### config.mk
export PLATFORM = sky130hd
export DESIGN_NAME = err_report_ctrl
export DESIGN_NICKNAME = d
export VERILOG_FILES = /design/src/rtl/err_report_pkg.sv /design/src/rtl/err_classify.sv /design/src/rtl/err_msg_arb.sv /design/src/rtl/err_report_ctrl.sv
export SDC_FILE = /design/constraint.sdc
export NUM_CORES = 1
export LEC_CHECK = 0
export BUFFER_PORTS_ARGS = -buffer_cell sky130_fd_sc_hd__buf_2
export CAP_MARGIN = 20
export CELL_PAD_IN_SITES_DETAIL_PLACEMENT = 0
export CELL_PAD_IN_SITES_GLOBAL_PLACEMENT = 1
export CORE_UTILIZATION = 35
export CTS_CLUSTER_SIZE = 8
export DETAILED_ROUTE_END_ITERATION = 10
export PLACE_DENSITY = 0.73
export SYNTH_ARGS = -nofsm -noshare
export SYNTH_HDL_FRONTEND = slang
export SYNTH_SLANG_ARGS = --single-unit
### constraint.sdc
create_clock -name clk -period 4 [get_ports clk]
set_input_delay 0.8 -clock clk [delete_from_list [all_inputs] [get_ports clk]]
set_output_delay 0.8 -clock clk [all_outputs]
set_load 0.01 [all_outputs]
### src/rtl/err_report_pkg.sv
`timescale 1ns/1ps
package err_report_pkg;

    localparam int ERR_W     = 32;
    localparam int ERR_IDX_W = 5;

    // Uncorrectable / correctable bit positions decoded by software
    localparam int UE_ECRC_BIT = 19;
    localparam int UE_UR_BIT   = 20;
    localparam int CE_ADV_BIT  = 13;

    // Control bits
    localparam int CTL_CE_EN   = 0;
    localparam int CTL_NF_EN   = 1;
    localparam int CTL_FE_EN   = 2;
    localparam int CTL_SERR_EN = 8;

    // Device status bits
    localparam int DS_CED = 0;
    localparam int DS_NFD = 1;
    localparam int DS_FED = 2;
    localparam int DS_URD = 3;
    localparam int DS_W   = 4;

    // Message request slots, index == priority
    localparam int MSG_NTYPE = 3;
    typedef enum logic [1:0] {
        MSG_COR      = 2'd0,
        MSG_NONFATAL = 2'd1,
        MSG_FATAL    = 2'd2
    } msg_e;

    // Register addresses
    localparam int A_CTRL    = 0;
    localparam int A_DSTS    = 1;
    localparam int A_UE_STS  = 2;
    localparam int A_UE_MASK = 3;
    localparam int A_UE_SEV  = 4;
    localparam int A_CE_STS  = 5;
    localparam int A_CE_MASK = 6;
    localparam int A_FEP     = 7;
    localparam int A_HDR0    = 8;

endpackage

### src/rtl/err_classify.sv
`timescale 1ns/1ps
module err_classify
    import err_report_pkg::*;
#(
    parameter int UE_W  = ERR_W,
    parameter int IDX_W = ERR_IDX_W
) (
    input  logic              ev_valid,
    input  logic [IDX_W-1:0]  ev_bit,
    input  logic              ev_cpl,
    input  logic              ce_en,
    input  logic              nf_en,
    input  logic              fe_en,
    input  logic              serr_en,
    input  logic [UE_W-1:0]   ue_mask,
    input  logic [UE_W-1:0]   ue_sev,
    input  logic              ce_adv_mask,
    input  logic              log_free,
    output logic [UE_W-1:0]   ue_set,
    output logic [ERR_W-1:0]  ce_set,
    output logic [DS_W-1:0]   ds_set,
    output logic [MSG_NTYPE-1:0] req,
    output logic              advisory,
    output logic              log_en,
    output logic              drop
);

    logic is_ur;
    logic masked;
    logic sev_fatal;

    always_comb begin
        is_ur     = (ev_bit == IDX_W'(UE_UR_BIT));
        masked    = ue_mask[ev_bit];
        sev_fatal = ue_sev[ev_bit];
        advisory  = ev_valid && is_ur && ev_cpl && !ue_sev[UE_UR_BIT];

        ue_set = '0;
        ce_set = '0;
        ds_set = '0;
        req    = '0;
        log_en = 1'b0;
        drop   = 1'b0;

        if (ev_valid) begin
            ue_set[ev_bit] = 1'b1;
            drop           = (ev_bit == IDX_W'(UE_ECRC_BIT));
            log_en         = !masked && log_free;
            if (is_ur) begin
                ds_set[DS_URD] = 1'b1;
            end
            if (advisory) begin
                ce_set[CE_ADV_BIT] = 1'b1;
                ds_set[DS_CED]     = 1'b1;
                req[MSG_COR]       = ce_en && !ce_adv_mask;
            end else if (sev_fatal) begin
                ds_set[DS_FED]     = 1'b1;
                req[MSG_FATAL]     = !masked && (fe_en || serr_en);
            end else begin
                ds_set[DS_NFD]     = 1'b1;
                req[MSG_NONFATAL]  = !masked && (nf_en || serr_en);
            end
        end
    end

endmodule

### src/rtl/err_msg_arb.sv
`timescale 1ns/1ps
module err_msg_arb #(
    parameter int NTYPE = 3,
    localparam int TW   = (NTYPE > 1) ? $clog2(NTYPE) : 1
) (
    input  logic             clk,
    input  logic             rst_n,
    input  logic [NTYPE-1:0] req,
    input  logic             ready,
    output logic             valid,
    output logic [TW-1:0]    mtype,
    output logic [NTYPE-1:0] pend
);

    typedef struct packed {
        logic [NTYPE-1:0] pend;
    } arb_t;

    arb_t             d, q;
    logic [NTYPE-1:0] grant;

    always_comb begin
        d     = q;
        grant = '0;
        mtype = '0;
        // highest index is highest priority: later iterations override
        for (int i = 0; i < NTYPE; i++) begin
            if (q.pend[i]) begin
                grant    = '0;
                grant[i] = 1'b1;
                mtype    = TW'(i);
            end
        end
        valid  = |q.pend;
        d.pend = (q.pend & ~(ready ? grant : '0)) | req;
    end

    always_ff @(posedge clk) begin
        if (!rst_n) begin
            q <= '0;
        end else begin
            q <= d;
        end
    end

    assign pend = q.pend;

    AST_HOLD_UNTIL_READY: assert property (@(posedge clk) disable iff (!rst_n)
        valid && !ready |=> valid) else $error("request dropped before accept");

    AST_PRIO_ONLY_RISES: assert property (@(posedge clk) disable iff (!rst_n)
        valid && !ready |=> mtype >= $past(mtype)) else $error("offered type fell in priority");

endmodule

### src/rtl/err_report_ctrl.sv
`timescale 1ns/1ps
module err_report_ctrl
    import err_report_pkg::*;
#(
    parameter int          HDR_DW     = 4,
    parameter int          ADDR_W     = 4,
    parameter logic [31:0] UE_SEV_RST = 32'h0006_2030,
    parameter logic [31:0] CTRL_WMASK = 32'h0000_0107
) (
    input  logic                  clk,
    input  logic                  rst_n,
    input  logic                  ev_valid,
    input  logic [ERR_IDX_W-1:0]  ev_bit,
    input  logic                  ev_cpl,
    input  logic [HDR_DW*32-1:0]  ev_hdr,
    input  logic                  reg_wr_en,
    input  logic [ADDR_W-1:0]     reg_addr,
    input  logic [31:0]           reg_wdata,
    input  logic [ADDR_W-1:0]     reg_rd_addr,
    output logic [31:0]           reg_rdata,
    output logic                  drop_pkt,
    output logic                  msg_valid,
    output logic [1:0]            msg_type,
    input  logic                  msg_ready
);

    localparam int HDR_BASE = A_HDR0;

    typedef struct packed {
        logic [31:0]              ctrl;
        logic [DS_W-1:0]          dsts;
        logic [ERR_W-1:0]         ue_sts;
        logic [ERR_W-1:0]         ue_mask;
        logic [ERR_W-1:0]         ue_sev;
        logic [ERR_W-1:0]         ce_sts;
        logic [ERR_W-1:0]         ce_mask;
        logic [ERR_IDX_W-1:0]     fep;
        logic [HDR_DW-1:0][31:0]  hdr;
        logic                     drop;
    } regs_t;

    regs_t d, q;

    // write decode
    logic wr_ctrl, wr_ds, wr_ue, wr_uemask, wr_uesev, wr_ce, wr_cemask;
    logic [ERR_W-1:0] ue_clr, ce_clr, ue_keep;
    logic [DS_W-1:0]  ds_clr;
    logic             log_free;

    assign wr_ctrl   = reg_wr_en && (reg_addr == ADDR_W'(A_CTRL));
    assign wr_ds     = reg_wr_en && (reg_addr == ADDR_W'(A_DSTS));
    assign wr_ue     = reg_wr_en && (reg_addr == ADDR_W'(A_UE_STS));
    assign wr_uemask = reg_wr_en && (reg_addr == ADDR_W'(A_UE_MASK));
    assign wr_uesev  = reg_wr_en && (reg_addr == ADDR_W'(A_UE_SEV));
    assign wr_ce     = reg_wr_en && (reg_addr == ADDR_W'(A_CE_STS));
    assign wr_cemask = reg_wr_en && (reg_addr == ADDR_W'(A_CE_MASK));

    assign ue_clr   = wr_ue ? reg_wdata : '0;
    assign ce_clr   = wr_ce ? reg_wdata : '0;
    assign ds_clr   = wr_ds ? reg_wdata[DS_W-1:0] : '0;
    assign ue_keep  = q.ue_sts & ~ue_clr;
    assign log_free = !ue_keep[q.fep];

    // classification
    logic [ERR_W-1:0]     ue_set, ce_set;
    logic [DS_W-1:0]      ds_set;
    logic [MSG_NTYPE-1:0] req;
    logic                 advisory, log_en, drop_now;

    err_classify #(
        .UE_W  (ERR_W),
        .IDX_W (ERR_IDX_W)
    ) u_cls (
        .ev_valid    (ev_valid),
        .ev_bit      (ev_bit),
        .ev_cpl      (ev_cpl),
        .ce_en       (q.ctrl[CTL_CE_EN]),
        .nf_en       (q.ctrl[CTL_NF_EN]),
        .fe_en       (q.ctrl[CTL_FE_EN]),
        .serr_en     (q.ctrl[CTL_SERR_EN]),
        .ue_mask     (q.ue_mask),
        .ue_sev      (q.ue_sev),
        .ce_adv_mask (q.ce_mask[CE_ADV_BIT]),
        .log_free    (log_free),
        .ue_set      (ue_set),
        .ce_set      (ce_set),
        .ds_set      (ds_set),
        .req         (req),
        .advisory    (advisory),
        .log_en      (log_en),
        .drop        (drop_now)
    );

    // message request store
    logic [MSG_NTYPE-1:0] pend;

    err_msg_arb #(
        .NTYPE (MSG_NTYPE)
    ) u_arb (
        .clk   (clk),
        .rst_n (rst_n),
        .req   (req),
        .ready (msg_ready),
        .valid (msg_valid),
        .mtype (msg_type),
        .pend  (pend)
    );

    // next state
    always_comb begin
        d = q;
        if (wr_ctrl)   d.ctrl    = reg_wdata & CTRL_WMASK;
        if (wr_uemask) d.ue_mask = reg_wdata;
        if (wr_uesev)  d.ue_sev  = reg_wdata;
        if (wr_cemask) d.ce_mask = reg_wdata;

        // sticky status: clear first, then set, so a new event wins
        d.ue_sts = ue_keep | ue_set;
        d.ce_sts = (q.ce_sts & ~ce_clr) | ce_set;
        d.dsts   = (q.dsts & ~ds_clr) | ds_set;

        if (log_en) begin
            d.fep = ev_bit;
            for (int i = 0; i < HDR_DW; i++) begin
                d.hdr[i] = ev_hdr[i*32 +: 32];
            end
        end
        d.drop = drop_now;
    end

    always_ff @(posedge clk) begin
        if (!rst_n) begin
            q        <= '0;
            q.ue_sev <= UE_SEV_RST;
        end else begin
            q <= d;
        end
    end

    // read mux
    always_comb begin
        reg_rdata = '0;
        unique case (reg_rd_addr)
            ADDR_W'(A_CTRL):    reg_rdata = q.ctrl;
            ADDR_W'(A_DSTS):    reg_rdata = 32'(q.dsts);
            ADDR_W'(A_UE_STS):  reg_rdata = q.ue_sts;
            ADDR_W'(A_UE_MASK): reg_rdata = q.ue_mask;
            ADDR_W'(A_UE_SEV):  reg_rdata = q.ue_sev;
            ADDR_W'(A_CE_STS):  reg_rdata = q.ce_sts;
            ADDR_W'(A_CE_MASK): reg_rdata = q.ce_mask;
            ADDR_W'(A_FEP):     reg_rdata = 32'(q.fep);
            default: begin
                for (int i = 0; i < HDR_DW; i++) begin
                    if (reg_rd_addr == ADDR_W'(HDR_BASE + i)) reg_rdata = q.hdr[i];
                end
            end
        endcase
    end

    assign drop_pkt = q.drop;

    // assertions
    AST_UR_FLAGS_DSTS: assert property (@(posedge clk) disable iff (!rst_n)
        ev_valid && ev_bit == ERR_IDX_W'(UE_UR_BIT) |=> q.dsts[DS_URD])
        else $error("UR did not set detected bit");

    AST_ECRC_DROPS: assert property (@(posedge clk) disable iff (!rst_n)
        ev_valid && ev_bit == ERR_IDX_W'(UE_ECRC_BIT) |=> drop_pkt)
        else $error("ECRC packet not dropped");

    AST_ADVISORY_NO_NONFATAL: assert property (@(posedge clk) disable iff (!rst_n)
        advisory && !pend[MSG_NONFATAL] && !q.dsts[DS_NFD] && !wr_ds
        |=> !pend[MSG_NONFATAL] && !q.dsts[DS_NFD])
        else $error("advisory case raised non-fatal");

    AST_MASKED_SILENT: assert property (@(posedge clk) disable iff (!rst_n)
        ev_valid && !advisory && q.ue_mask[ev_bit] && pend == '0
        |=> pend == '0 && $stable(q.fep) && $stable(q.hdr))
        else $error("masked error produced message or log");

    AST_REPORT_DISABLED: assert property (@(posedge clk) disable iff (!rst_n)
        ev_valid && !advisory && !q.ctrl[CTL_NF_EN] && !q.ctrl[CTL_FE_EN]
        && !q.ctrl[CTL_SERR_EN] && !pend[MSG_NONFATAL] && !pend[MSG_FATAL]
        |=> !pend[MSG_NONFATAL] && !pend[MSG_FATAL])
        else $error("uncorrectable message sent while disabled");

    AST_FIRST_ERR_HELD: assert property (@(posedge clk) disable iff (!rst_n)
        q.ue_sts[q.fep] && !ue_clr[q.fep] |=> $stable(q.fep) && $stable(q.hdr))
        else $error("first error log overwritten");

endmodule

=== Word-level counts from Yosys, hierarchy flattened ===
Index checks and enable logic that the tools add are counted.

* Logic and storage cells: 109
* Register bits after elaboration: 305
* Bits of input ports: 179
* Memory bits (read-only): 0
* Latch bits: 0
* Memories kept: 0
* Output and inout port bits: 36
* RAM bits: 0

* Div/mod/pow operators: 0
* Equal/unequal tests: 19
* Add/sub/neg operators: 0
* Order comparisons: 3
* Multipliers: 0
* Bitwise logic cells: 12
* Shifts and indexed selects: 0
* Muxes and demuxes: 36
* Reduce and logical (&&, ||, !) cells: 25

{| class="wikitable"
|+ Operator list
! operator !! number
|-
| one-hot mux 32 bit (8 select lines) || 1
|-
| 2-to-1 mux 32 bit || 7
|-
| AND 32 bit || 2
|-
| inverter 32 bit || 2
|-
| OR 32 x 14 -> 32 bit || 1
|-
| OR 32 bit || 1
|-
| == test 4 x 3 -> 1 bit, second input constant || 7
|-
| == test 4 x 2 -> 1 bit, second input constant || 4
|-
| == test 4 bit, second input constant || 4
|-
| binary-select mux 1 bit (select 5 bit) || 3
|-
| logical AND 1 bit || 15
|-
| 2-to-1 mux 1 bit || 15
|-
| less-than comparator 5 x 6 -> 1 bit, second input constant || 2
|-
| == test 5 bit, second input constant || 2
|-
| 2-to-1 mux 3 bit || 3
|-
| == test 4 x 1 -> 1 bit, second input constant || 2
|-
| logical NOT 4 bit || 2
|-
| 2-to-1 mux 2 bit || 4
|-
| 2-to-1 mux 4 bit || 2
|-
| demux 1 bit (select 5 bit) || 1
|-
| >= comparator 5 x 1 -> 1 bit, second input constant || 1
|-
| AND 4 bit || 1
|-
| logical NOT 1 bit || 4
|-
| inverter 4 bit || 1
|-
| other kinds (7) || 8
|}

=== Logic depth before layout (Yosys ltp) ===
* Word-level depth: 10
* Mapped depth: 12
* Gate-level depth less buffers: 7

=== Cells and area by module ===
Synthesis repeated with hierarchy kept, for this count alone.

* Cells, all modules: 1712
* Area, all modules: 14890.5 µm²

{| class="wikitable"
|+ By module, submodules not included
! module !! instances !! seq. area each (µm²) !! cells an instance !! area each (µm²)
|-
| err_report_ctrl || 1 || 6045.8 || 1517 || 13495.4
|-
| err_classify || 1 || 0.0 || 181 || 1267.5
|-
| err_msg_arb || 1 || 60.1 || 14 || 127.6
|}

=== Least setup slack after synthesis ===
OpenSTA, ideal clock, no wires.

* Path kind: in2out
* From: input port reg_rd_addr[0]
* To: output port reg_rdata[8]
* Stages on the path: 6
* Required time: 3.200 ns
* Arrival time: 2.416 ns
* Buffers on the path: 3
* Path slack: 0.784 ns
* Path through: clkbuf_1 clkbuf_1 clkbuf_1 nand3_1 a211o_1 a41oi_1

* Word-level cells in the longest chain between the ends: 6
* Elaborated cells on any way between the ends: 17
* Classes of those cells: eq/ne: 11; mux: 5; reduce/logical: 1

{| class="wikitable"
|+ Ends and longest elaborated chain
! element !! RTL line !! source
|-
| start: declaration || err_report_ctrl.sv:19 || <nowiki>input logic [ADDR_W-1:0] reg_rd_addr,</nowiki>
|-
| == test 4 bit || err_report_ctrl.sv:154 || <nowiki>if (reg_rd_addr == ADDR_W'(HDR_BASE + i)) reg_rdata = q.hdr[i];</nowiki>
|-
| 2-to-1 mux 32 bit (4 in series) || err_report_ctrl.sv:154 ||
|-
| one-hot mux 32 bit (8 select lines) * || err_report_ctrl.sv:143 || <nowiki>unique case (reg_rd_addr)</nowiki>
|-
| end: declaration || err_report_ctrl.sv:20 || <nowiki>output logic [31:0] reg_rdata,</nowiki>
|}

Mark *: on every way between the ends. The rest lies on a longest branch, timed or not.

=== Worst setup path in the final report ===
* From: input port reg_rd_addr[0]
* To: output port reg_rdata[16]

The elaborated chain is that of the path after synthesis.

==> results.json <==
{
  "path_cells": "buf_2 > buf_4 > mux2i_1 > o21ai_0 > a222oi_1 > a21oi_1 > buf_2",
  "diodes": 0,
  "num_rows": 74,
  "grt_pass1_wl_um": 85550,
  "initial_utilization_pct": 35.59,
  "critPathLaunchType": "input pin",
  "synthFlopType": "dfxtp_1",
  "power_mw": 8.505,
  "hold_path_class": "reg -> reg",
  "worstPathArrival_ns": 2.74,
  "fin_skew_ns": 0.01596,
  "layout_setup_ws_ns": 0.4585,
  "layout-drive-gt1-share_pct": 18.36,
  "h-tree-depth": 2,
  "routabilityCongestion": 1.020,
  "synth_nets": 1985,
  "ys_warn_count": 0,
  "die_x_um": 206.0,
  "finalWirelength_um": 57620,
  "cts_buffers": 44,
  "synth.largest_area_cell": "dfxtp_1",
  "status": "finished, final reports clean",
  "worst_pin_slew_ns": 0.9661,
  "synth_cell_types": 53,
  "hold_violations": 0,
  "hold_buffers": 0,
  "fill_cells": 4145,
  "dp_hpwl_um": 40980,
  "syn_to_final_growth_pct": 19.71,
  "vias": 14150,
  "ys_ff_latch": 305,
  "root_buffer": "clkbuf_16",
  "gr-total-overflow": 0,
  "cpMostUsedCell": "buf_2",
  "synthArstFlopShare_pct": 0,
  "grt_max_degree": 173,
  "finalSetupViolCount": 0,
  "drv_cap": 0,
  "cts_tree": "built",
  "fin_crit_sh_pct": 88.54,
  "end_kind": "output pin",
  "grt_pass1_vias": 13740,
  "fin_util_pct": 42.60,
  "pin_count": 215,
  "grt_setup_unrepaired": "false",
  "ys_seq_area_share_pct": 41.92,
  "cts_resized": 0,
  "power_density_nw_per_um2": 487.8,
  "clockBufferDepth": 3,
  "path_buf_inv": 3,
  "wl_per_cell_um": 22.91,
  "nets": 2158,
  "die_area_um2": 42430,
  "grt_usage_pct": 26.95,
  "min_period_ns": 3.541,
  "syn_inst": 1806,
  "drc": 0,
  "synth_area_leaders": "dfxtp_1 (42%), nand2_1 (15%), mux2i_1 (13%), a21oi_1 (6.6%), clkbuf_1 (3.2%)",
  "max_clock_freq_ghz": 0.2824,
  "detail_route.vias_per_cell": 5.628,
  "p_leak_nw": 6.896,
  "path_class": "in -> out",
  "cts_setup_buffers": 0,
  "portBuffers": 214,
  "cpLargestDelayFamily": "compound AO/OA/AOI/OAI gates",
  "tns_ns": 0,
  "dieHeight_um": 206.0,
  "grt_antenna_before_repair": 0,
  "clock_sinks": 305,
  "clk_pin_slew_ns": 0.05,
  "ant_nets": 0,
  "worstPathMaxFanout": 15,
  "drt_pass1_iterations": 7,
  "slowest_delay_ns": 0.62,
  "insertion_delay_ns": 0.57,
  "synth-edff-count": 0,
  "cp_slowest_cell": "a222oi_1",
  "drt-initial-drc-count": 1537,
  "slew_violations": 0,
  "post-place-ws_ns": 0.2053,
  "max-slew-margin-rel_pct": 35.59,
  "yosysTopAreaCellShare_pct": 41.92,
  "required_ns": 3.20,
  "syn_area_um2": 14570,
  "vdd_ir_drop_max_v": 0.0002947,
  "coreArea_um2": 40920,
  "synth_area_per_cell_um2": 8.065
}
synth_stat cells (11+ instances only):
| cell | n |
|---|---|
| nor2_1 | 58 |
| a211oi_1 | 16 |
| mux2i_1 | 189 |
| o21ai_0 | 51 |
| clkbuf_1 | 124 |
| inv_1 | 11 |
| dfxtp_1 | 305 |
| a222oi_1 | 28 |
| o22ai_1 | 12 |
| a22oi_1 | 28 |
| a31oi_1 | 15 |
| nand3_1 | 41 |
| mux4_2 | 13 |
| a21oi_1 | 191 |
| a221oi_1 | 17 |
| nand2_1 | 573 |
| nor3_1 | 11 |
power breakdown:
group | leakage (nW) | internal, mW | switching (mW) | total, mW
clock network | 0.566 | 1.97 | 1.33 | 3.31
logic | 3.85 | 0.707 | 0.930 | 1.64
registers | 2.48 | 3.34 | 0.215 | 3.56
worst register-to-register path, stage by stage (launching register included):
cell	delay, ns
dfxtp_1	0.74
nand2_1	0.11
nor2_1	0.33
a22oi_1	0.18
and3_1	0.18
a311o_1	0.27
nor4_2	0.43
buf_12	0.25
buf_12	0.24
mux2i_1	0.22
kinds of logic after synthesis:
family                 share of synthesized area [%]
AND/OR/NAND/NOR                                20.70
AO/OA/AOI/OAI                                  16.32
flip-flops                                     41.92
multiplexers                                   15.62
buffers and inverters                          5.438
metrics by stage:
step / hold WS, ns / instance area, um^2 / instances
2_1_floorplan: 0.4095 / 14570 / 1806
3_3_place_gp: 0.4180 / 16280 / 2465
3_5_place_dp: 0.4231 / 16280 / 2465
4_1_cts: 0.4326 / 17440 / 2515
5_1_grt: 0.4471 / 17440 / 2515
6_report: 0.4337 / 17440 / 2515
cell usage in the layout (no fill, tap or decap), types with 3 or more instances in the layout:
cell and count:
nand3_1 40, a22oi_1 28, a211oi_1 16, a21oi_1 191
nor3_1 8, mux2i_1 189, o31ai_1 3, o22ai_1 12
and3_2 3, and2_1 5, or3_1 4, inv_1 10
and3_1 6, nor2_1 58, o211ai_1 5, mux2_2 6
nand2_1 573, nand3b_1 7, mux4_2 13, a31oi_1 15
and3b_1 4, nor2b_1 4, clkbuf_16 45, a222oi_1 28
a221oi_1 17, buf_2 213, nor3b_1 6, buf_4 53
nand4_1 6, dfxtp_1 305, a22o_1 3, nor3_2 3
o21ai_0 51, buf_12 14, o21ai_1 5
final cells by class:
cell class                 count  area, um^2  share of cell area, %
clock buffer                  47        1134                  6.502
clock inverter                 3       25.02                 0.1435
inverter                      12       46.29                 0.2655
multi-input combinational   1335        7700                  44.16
sequential                   305        6106                  35.02
tap                          532       665.6                  3.818
timing repair buffer         281        1759                  10.09
path summary, 6_finish.rpt:
path	start	end	slack, ns	depth (start not counted)
setup reg to reg	q[132]	q[63]	0.99	9
hold reg to reg	q[188]	q[188]	0.43	2
hold / removal	q[188]	q[188]	0.43	2
setup / recovery	reg_rd_addr[0]	reg_rdata[16]	0.46	7
per-layer routing:
metal	part of all wire, %	global-route usage [%]
met1	43	35.69
met2	45	42.31
met3	8.2	6.149
met4	3.6	10.45
met5	0	0
state kept, by name, summed over array words and instances (netlist names):
signal,cells
q,301
u_arb.pend,3
drop_pkt,1
Power figures use the tool's default switching activity.
